[config.mk]
export PLATFORM = sky130hd
export DESIGN_NAME = rsr_reload_ctrl
export DESIGN_NICKNAME = d
export VERILOG_FILES = /design/src/rtl/rsr_pkg.sv /design/src/rtl/rsr_event_map.sv /design/src/rtl/rsr_pend_slot.sv /design/src/rtl/rsr_walker.sv /design/src/rtl/rsr_shadow_rom.sv /design/src/rtl/rsr_reload_ctrl.sv
export SDC_FILE = /design/constraint.sdc
export NUM_CORES = 1
export LEC_CHECK = 0
export CAP_MARGIN = 0
export CORE_ASPECT_RATIO = 2
export CORE_UTILIZATION = 49
export DETAILED_ROUTE_END_ITERATION = 8
export HOLD_SLACK_MARGIN = 0.08
export PLACE_DENSITY = 0.77
export SLEW_MARGIN = 20
export SYNTH_ARGS = -nofsm -noshare
export SYNTH_HDL_FRONTEND = slang
export SYNTH_SLANG_ARGS = --single-unit
[constraint.sdc]
create_clock -name clk -period 5.85 [get_ports clk]
set_input_delay 1.17 -clock clk [delete_from_list [all_inputs] [get_ports clk]]
set_output_delay 1.17 -clock clk [all_outputs]
set_load 0.05 [all_outputs]
[src/rtl/rsr_pkg.sv]
package rsr_pkg;

  localparam int AW   = 8;
  localparam int DW   = 8;
  localparam int NGRP = 2;
  localparam int NSEG = 3;

  // group 0: brightness bank, group 1: current/configuration bank
  localparam logic [AW-1:0] SEG_BASE [NGRP][NSEG] = '{
    '{8'h00, 8'h20, 8'h40},
    '{8'h50, 8'h70, 8'h00}
  };
  localparam int SEG_LEN [NGRP][NSEG] = '{
    '{24, 24, 5},
    '{24, 24, 0}
  };

  function automatic int grp_len(input int g);
    int n;
    n = 0;
    for (int s = 0; s < NSEG; s++) n += SEG_LEN[g][s];
    return n;
  endfunction

  function automatic int max_len();
    int m;
    m = 1;
    for (int g = 0; g < NGRP; g++) if (grp_len(g) > m) m = grp_len(g);
    return m;
  endfunction

  localparam int MAXLEN = max_len();
  localparam int IW     = $clog2(MAXLEN);
  localparam int GW     = (NGRP > 1) ? $clog2(NGRP) : 1;

  // position inside a group -> register address
  function automatic logic [AW-1:0] idx_to_addr(input int g, input int idx);
    logic [AW-1:0] a;
    int            rem;
    logic          hit;
    a   = '0;
    rem = idx;
    hit = 1'b0;
    for (int s = 0; s < NSEG; s++) begin
      if (!hit && rem < SEG_LEN[g][s]) begin
        a   = SEG_BASE[g][s] + AW'(rem);
        hit = 1'b1;
      end else if (!hit) begin
        rem = rem - SEG_LEN[g][s];
      end
    end
    return a;
  endfunction

  // shadow content: nibble swap of the address, then xor with a seed
  function automatic logic [DW-1:0] shadow_byte(input logic [AW-1:0] a,
                                                input logic [DW-1:0] seed);
    return {a[3:0], a[7:4]} ^ seed;
  endfunction

endpackage

[src/rtl/rsr_event_map.sv]
module rsr_event_map
  import rsr_pkg::*;
(
  input  logic            evt_por,
  input  logic            evt_en_toggle,
  input  logic            evt_uv_restart,
  input  logic            evt_wdt_ovf,
  input  logic            evt_force_fs,
  input  logic            evt_load_cmd,
  input  logic            evt_prog_entry,
  input  logic            evt_regdef,
  output logic [NGRP-1:0] req_clr,
  output logic [NGRP-1:0] req_ld
);

  always_comb begin
    // brightness bank
    req_clr[0] = evt_por | evt_en_toggle | evt_regdef;
    req_ld[0]  = evt_wdt_ovf | evt_force_fs | evt_load_cmd | evt_prog_entry;
    // current/configuration bank: shadow reload only
    req_clr[1] = 1'b0;
    req_ld[1]  = evt_por | evt_en_toggle | evt_uv_restart | evt_wdt_ovf;
  end

endmodule

[src/rtl/rsr_pend_slot.sv]
module rsr_pend_slot (
  input  logic clk,
  input  logic rst_n,
  input  logic req_clr,
  input  logic req_ld,
  input  logic take,
  output logic vld,
  output logic ld
);

  logic req_any;
  assign req_any = req_clr | req_ld;

  always_ff @(posedge clk or negedge rst_n) begin
    if (!rst_n) begin
      vld <= 1'b0;
      ld  <= 1'b0;
    end else if (req_any) begin
      // newest request replaces a waiting one; a load beats a same-cycle clear
      vld <= 1'b1;
      ld  <= req_ld;
    end else if (take) begin
      vld <= 1'b0;
    end
  end

endmodule

[src/rtl/rsr_walker.sv]
module rsr_walker
  import rsr_pkg::*;
(
  input  logic            clk,
  input  logic            rst_n,
  input  logic [NGRP-1:0] pend_vld,
  input  logic [NGRP-1:0] pend_ld,
  output logic [NGRP-1:0] take,
  output logic            active,
  output logic [GW-1:0]   cur_grp,
  output logic            cur_ld,
  output logic [IW-1:0]   idx,
  output logic            last
);

  logic          free;
  logic          any_pend;
  logic [GW-1:0] pick;

  assign last     = active && (int'(idx) == grp_len(int'(cur_grp)) - 1);
  assign free     = !active || last;
  assign any_pend = |pend_vld;

  // lowest-numbered pending group wins
  always_comb begin
    pick = '0;
    for (int g = NGRP - 1; g >= 0; g--) begin
      if (pend_vld[g]) pick = GW'(g);
    end
  end

  always_comb begin
    take = '0;
    if (free && any_pend) take[pick] = 1'b1;
  end

  always_ff @(posedge clk or negedge rst_n) begin
    if (!rst_n) begin
      active  <= 1'b0;
      cur_grp <= '0;
      cur_ld  <= 1'b0;
      idx     <= '0;
    end else if (free && any_pend) begin
      active  <= 1'b1;
      cur_grp <= pick;
      cur_ld  <= pend_ld[pick];
      idx     <= '0;
    end else if (last) begin
      active  <= 1'b0;
      idx     <= '0;
    end else if (active) begin
      idx     <= idx + 1'b1;
    end
  end

endmodule

[src/rtl/rsr_shadow_rom.sv]
module rsr_shadow_rom
  import rsr_pkg::*;
#(
  parameter logic [DW-1:0] SEED = 8'h3C
) (
  input  logic [AW-1:0] addr,
  output logic [DW-1:0] data
);

  assign data = shadow_byte(addr, SEED);

endmodule

[src/rtl/rsr_reload_ctrl.sv]
module rsr_reload_ctrl
  import rsr_pkg::*;
#(
  parameter logic [DW-1:0] SHADOW_SEED = 8'h3C
) (
  input  logic          clk,
  input  logic          rst_n,
  input  logic          evt_por,
  input  logic          evt_en_toggle,
  input  logic          evt_uv_restart,
  input  logic          evt_wdt_ovf,
  input  logic          evt_force_fs,
  input  logic          evt_load_cmd,
  input  logic          evt_prog_entry,
  input  logic          evt_regdef,
  output logic          wr_en,
  output logic [AW-1:0] wr_addr,
  output logic [DW-1:0] wr_data,
  output logic          busy
);

  logic [NGRP-1:0] req_clr;
  logic [NGRP-1:0] req_ld;
  logic [NGRP-1:0] pend_vld;
  logic [NGRP-1:0] pend_ld;
  logic [NGRP-1:0] take;
  logic            walk_active;
  logic [GW-1:0]   walk_grp;
  logic            walk_ld;
  logic [IW-1:0]   walk_idx;
  logic            walk_last;
  logic [DW-1:0]   rom_data;

  rsr_event_map u_map (
    .evt_por        (evt_por),
    .evt_en_toggle  (evt_en_toggle),
    .evt_uv_restart (evt_uv_restart),
    .evt_wdt_ovf    (evt_wdt_ovf),
    .evt_force_fs   (evt_force_fs),
    .evt_load_cmd   (evt_load_cmd),
    .evt_prog_entry (evt_prog_entry),
    .evt_regdef     (evt_regdef),
    .req_clr        (req_clr),
    .req_ld         (req_ld)
  );

  for (genvar g = 0; g < NGRP; g++) begin : g_slot
    rsr_pend_slot u_slot (
      .clk     (clk),
      .rst_n   (rst_n),
      .req_clr (req_clr[g]),
      .req_ld  (req_ld[g]),
      .take    (take[g]),
      .vld     (pend_vld[g]),
      .ld      (pend_ld[g])
    );
  end

  rsr_walker u_walk (
    .clk      (clk),
    .rst_n    (rst_n),
    .pend_vld (pend_vld),
    .pend_ld  (pend_ld),
    .take     (take),
    .active   (walk_active),
    .cur_grp  (walk_grp),
    .cur_ld   (walk_ld),
    .idx      (walk_idx),
    .last     (walk_last)
  );

  assign wr_addr = idx_to_addr(int'(walk_grp), int'(walk_idx));

  rsr_shadow_rom #(.SEED(SHADOW_SEED)) u_rom (
    .addr (wr_addr),
    .data (rom_data)
  );

  assign wr_en   = walk_active;
  assign wr_data = walk_ld ? rom_data : '0;
  assign busy    = walk_active | (|pend_vld);

endmodule

==> results_dict.tcl <==
set metrics [dict create \
    clock_latency_ns 0.24 \
    yosysTopAreaCellShare_pct 19.19 \
    critPathMaxFanout 6 \
    fillCellCount 214 \
    setup_viol 0 \
    port_buffers 27 \
    drt-pass1-iter-count 4 \
    fmax_mhz 172.5 \
    cp-startpoint "u_walk.idx[4]" \
    cts.clk_slew.worst_paths_ns 0.05 \
    fin_area_mm2 0.002419 \
    synthCells 211 \
    r2r-start "u_walk.cur_grp" \
    timing.final.crit_share_pct 99.12 \
    worst-setup-path-type "flop to primary output" \
    drc 0 \
    via_count 1828 \
    grt_pass1_vias 1847 \
    drtAntennaViolNets 0 \
    ir_drop_mv 0.1488 \
    io_pins 28 \
    area_growth_pct 42.66 \
    overflow 0 \
    wire_per_inst_um 20.18 \
    antennaDiodeCount 0 \
    cts_tree "built" \
    syn-cell-area_mm2 0.001695 \
    fp-row-count 29 \
    die-width_um 43.59 \
    status "completed" \
    yosysWarnings 0 \
    core_area_mm2 0.003229 \
    cp.arrival_ns 4.63 \
    fp.dieArea_mm2 0.003713 \
    maxCapViolCount 0 \
    hold_start "g_slot[1].u_slot.ld" \
    synth.largest_area_cell "dfrtp_1" \
    synth-main-ff-cell "dfrtp_1" \
    synth-seq-cells 13 \
    cts_max_level 1 \
    hold_slack_ns 0.4503 \
    wl_um 5589 \
    syn_nets 239 \
    dpl.hpwl_um 4082 \
    clk_path_buf_depth 2 \
    powerDensity_mw_per_mm2 76.14 \
    cts_root_buffer "clkbuf_8" \
    report.final.slew_viol_count 0 \
    initial_core_util_pct 52.50 \
    cts.sinks 13 \
    grt_antenna_before_repair 0 \
    grt_first_pass_wirelength_um 8645 \
    hold_path.class "flop to flop" \
    ys_seq_area_share_pct 19.19 \
    grt_max_degree 22 \
    min_period_ns 5.798 \
    placed_cell_area_mm2 0.002226 \
    grt.total_usage_pct 30.61 \
    cts_made_buffers 3 \
    first_iter_violations 93 \
    gp_congestion 1.000 \
    synth_edf_count 0 \
    synth.avg_cell_area_um2 8.035 \
    async_reset_ff_share_pct 100.0 \
    worst_pin_slew_ns 0.7589 \
    crit_path_start_kind "flop" \
    p_leak_nw 0.9937 \
    cp-end-kind "primary output" \
    via_per_inst 6.599 \
    drive_above_1_share_pct 34.15 \
    die_h_um 85.19 \
    final_nets 275 \
    hold_viol_final 0 \
    slew_headroom_pct 49.03 \
    synth.area.top_cells "dfrtp_1 19%, ha_1 13%, nand2_1 4.6%, o21ai_0 4.4%, inv_1 3.8%" \
    required_ns 4.68 \
    grt_setup_unrepaired "true" \
    postCtsHoldBufs 0 \
    ys_types 59 \
    finalClockSkew_ns 0.0005651 \
]
-- kinds of logic (layout without fill, tap and decap cells) --
family | Yosys count | count (layout) | synth area share, %
adder cells (fa/ha/maj) | 18 | 18 | 13.28
XOR/XNOR | 3 | 3 | 1.550
multiplexers | 3 | 3 | 1.919
flip-flops | 13 | 13 | 19.19
AND/OR/NAND/NOR | 81 | 81 | 27.60
AO/OA/AOI/OAI | 63 | 63 | 27.01
buffers and inverters | 30 | 65 | 9.446
-- through the flow --
| step | TNS (ns) | util [%] | cells | setup slack [ns] | total power [mW] |
|---|---|---|---|---|---|
| detailed placement | -0.2807 | 68.93 | 264 | -0.1022 | 0.1055 |
| floorplan | -1.217 | - | 211 | -0.1560 | 0.09620 |
| global placement | 0 | 68.93 | 264 | 0.01494 | 0.1050 |
| global route | -0.3863 | 74.89 | 277 | -0.08568 | 0.1905 |
| CTS | 0 | 71.45 | 271 | 0.009990 | 0.1855 |
| finish | 0 | 74.89 | 277 | 0.05174 | 0.1841 |
-- flip-flops by register name, indices dropped and copies added, names as in the netlist --
name,cells
u_walk.cur_grp,1
u_walk.idx,6
g_slot.u_slot.vld,2
u_walk.cur_ld,1
g_slot.u_slot.ld,2
u_walk.active,1
-- where the power goes --
part	total, mW	switching (mW)	internal [mW]
registers	0.0911	0.000750	0.0903
logic	0.0135	0.00590	0.00758
clock network	0.0796	0.0326	0.0470
total	0.184	0.0392	0.145
-- path summary, 6_finish.rpt --
path,cells past startpoint,end,slack [ns]
max,22,wr_data[4],0.05
min,2,g_slot[1].u_slot.ld,0.45
max reg2reg,5,u_walk.active,3.32
min reg2reg,2,g_slot[1].u_slot.ld,0.45
max in group asynchronous,1,u_walk.idx[4],4.11
min in group asynchronous,1,u_walk.idx[2],1.31
-- synthesized netlist by cell type, drive strengths merged (2+ instances only) --
| cell | instances |
|---|---|
| nand2b | 3 |
| o211ai | 2 |
| o31ai | 2 |
| buf | 9 |
| o41ai | 2 |
| nor4 | 4 |
| a211oi | 2 |
| nor3 | 5 |
| xnor2 | 3 |
| nand3b | 2 |
| a21o | 2 |
| and3 | 3 |
| ha | 18 |
| and2 | 4 |
| inv | 19 |
| dfrtp | 13 |
| or3 | 4 |
| nand3 | 4 |
| or2 | 4 |
| a31oi | 7 |
| nand2 | 21 |
| o32ai | 2 |
| o21ai | 21 |
| o211a | 2 |
| mux2 | 2 |
| a21oi | 10 |
| nor2b | 3 |
| nor2 | 16 |
| o21a | 2 |
| clkbuf | 2 |
-- layer usage --
| layer | global-route usage [%] | up-vias | wire, um |
|---|---|---|---|
| li1 | - | 848 | - |
| met1 | 30.21 | 878 | 1840 |
| met2 | 57.26 | 75 | 3269 |
| met3 | 2.979 | 27 | 172 |
| met4 | 18.18 | 0 | 307 |
| met5 | 0 | - | 0 |
-- layout make-up --
cell class	instances	area [um2]	share of cell area (%)
repair buffers	42	494.2	20.43
well taps	31	38.79	1.604
multi-input cells	168	1433	59.23
clock inverters	1	5.005	0.2069
inverters	19	78.83	3.259
flip-flops and latches	13	327.8	13.55
clock buffers	3	41.29	1.707
-- critical path: stages (launching register included) --
cell and delay (ns):
dfrtp_2 0.43, ha_4 0.18, nor2_4 0.13, ha_4 0.22, or3_4 0.35, nand2_4 0.10
clkinv_4 0.06, ha_4 0.28, inv_4 0.05, ha_4 0.16, or3_4 0.33, inv_2 0.08
ha_4 0.13, inv_2 0.04, ha_4 0.19, or4bb_1 0.49, nor3_2 0.12, nand4b_1 0.18
nor4_4 0.21, buf_6 0.17, nor4_4 0.09, o21a_4 0.24, buf_8 0.14
-- cell usage in the layout, fill, tap and decap left out, drive strengths merged, types with 3 or more instances in the layout --
cell	Yosys	final
clkbuf	2	3
clkdlybuf4s50	0	11
nand2b	3	3
a21oi	10	10
nand2	21	21
ha	18	18
nor2b	3	3
and2	4	4
xnor2	3	3
nor2	16	16
o21ai	21	21
or2	4	4
dfrtp	13	13
nor3	5	5
nor4	4	4
a31oi	7	7
inv	19	18
or3	4	4
nand3	4	4
and3	3	3
buf	9	31
-- repair_timing --
action,4_1_cts,5_1_grt
gates resized for setup,4,15
buffers inserted,3,6
setup endpoints to repair,13,14
pin swaps,2,2
hold endpoints to repair,0,0
Power figures use the tool's default switching activity.
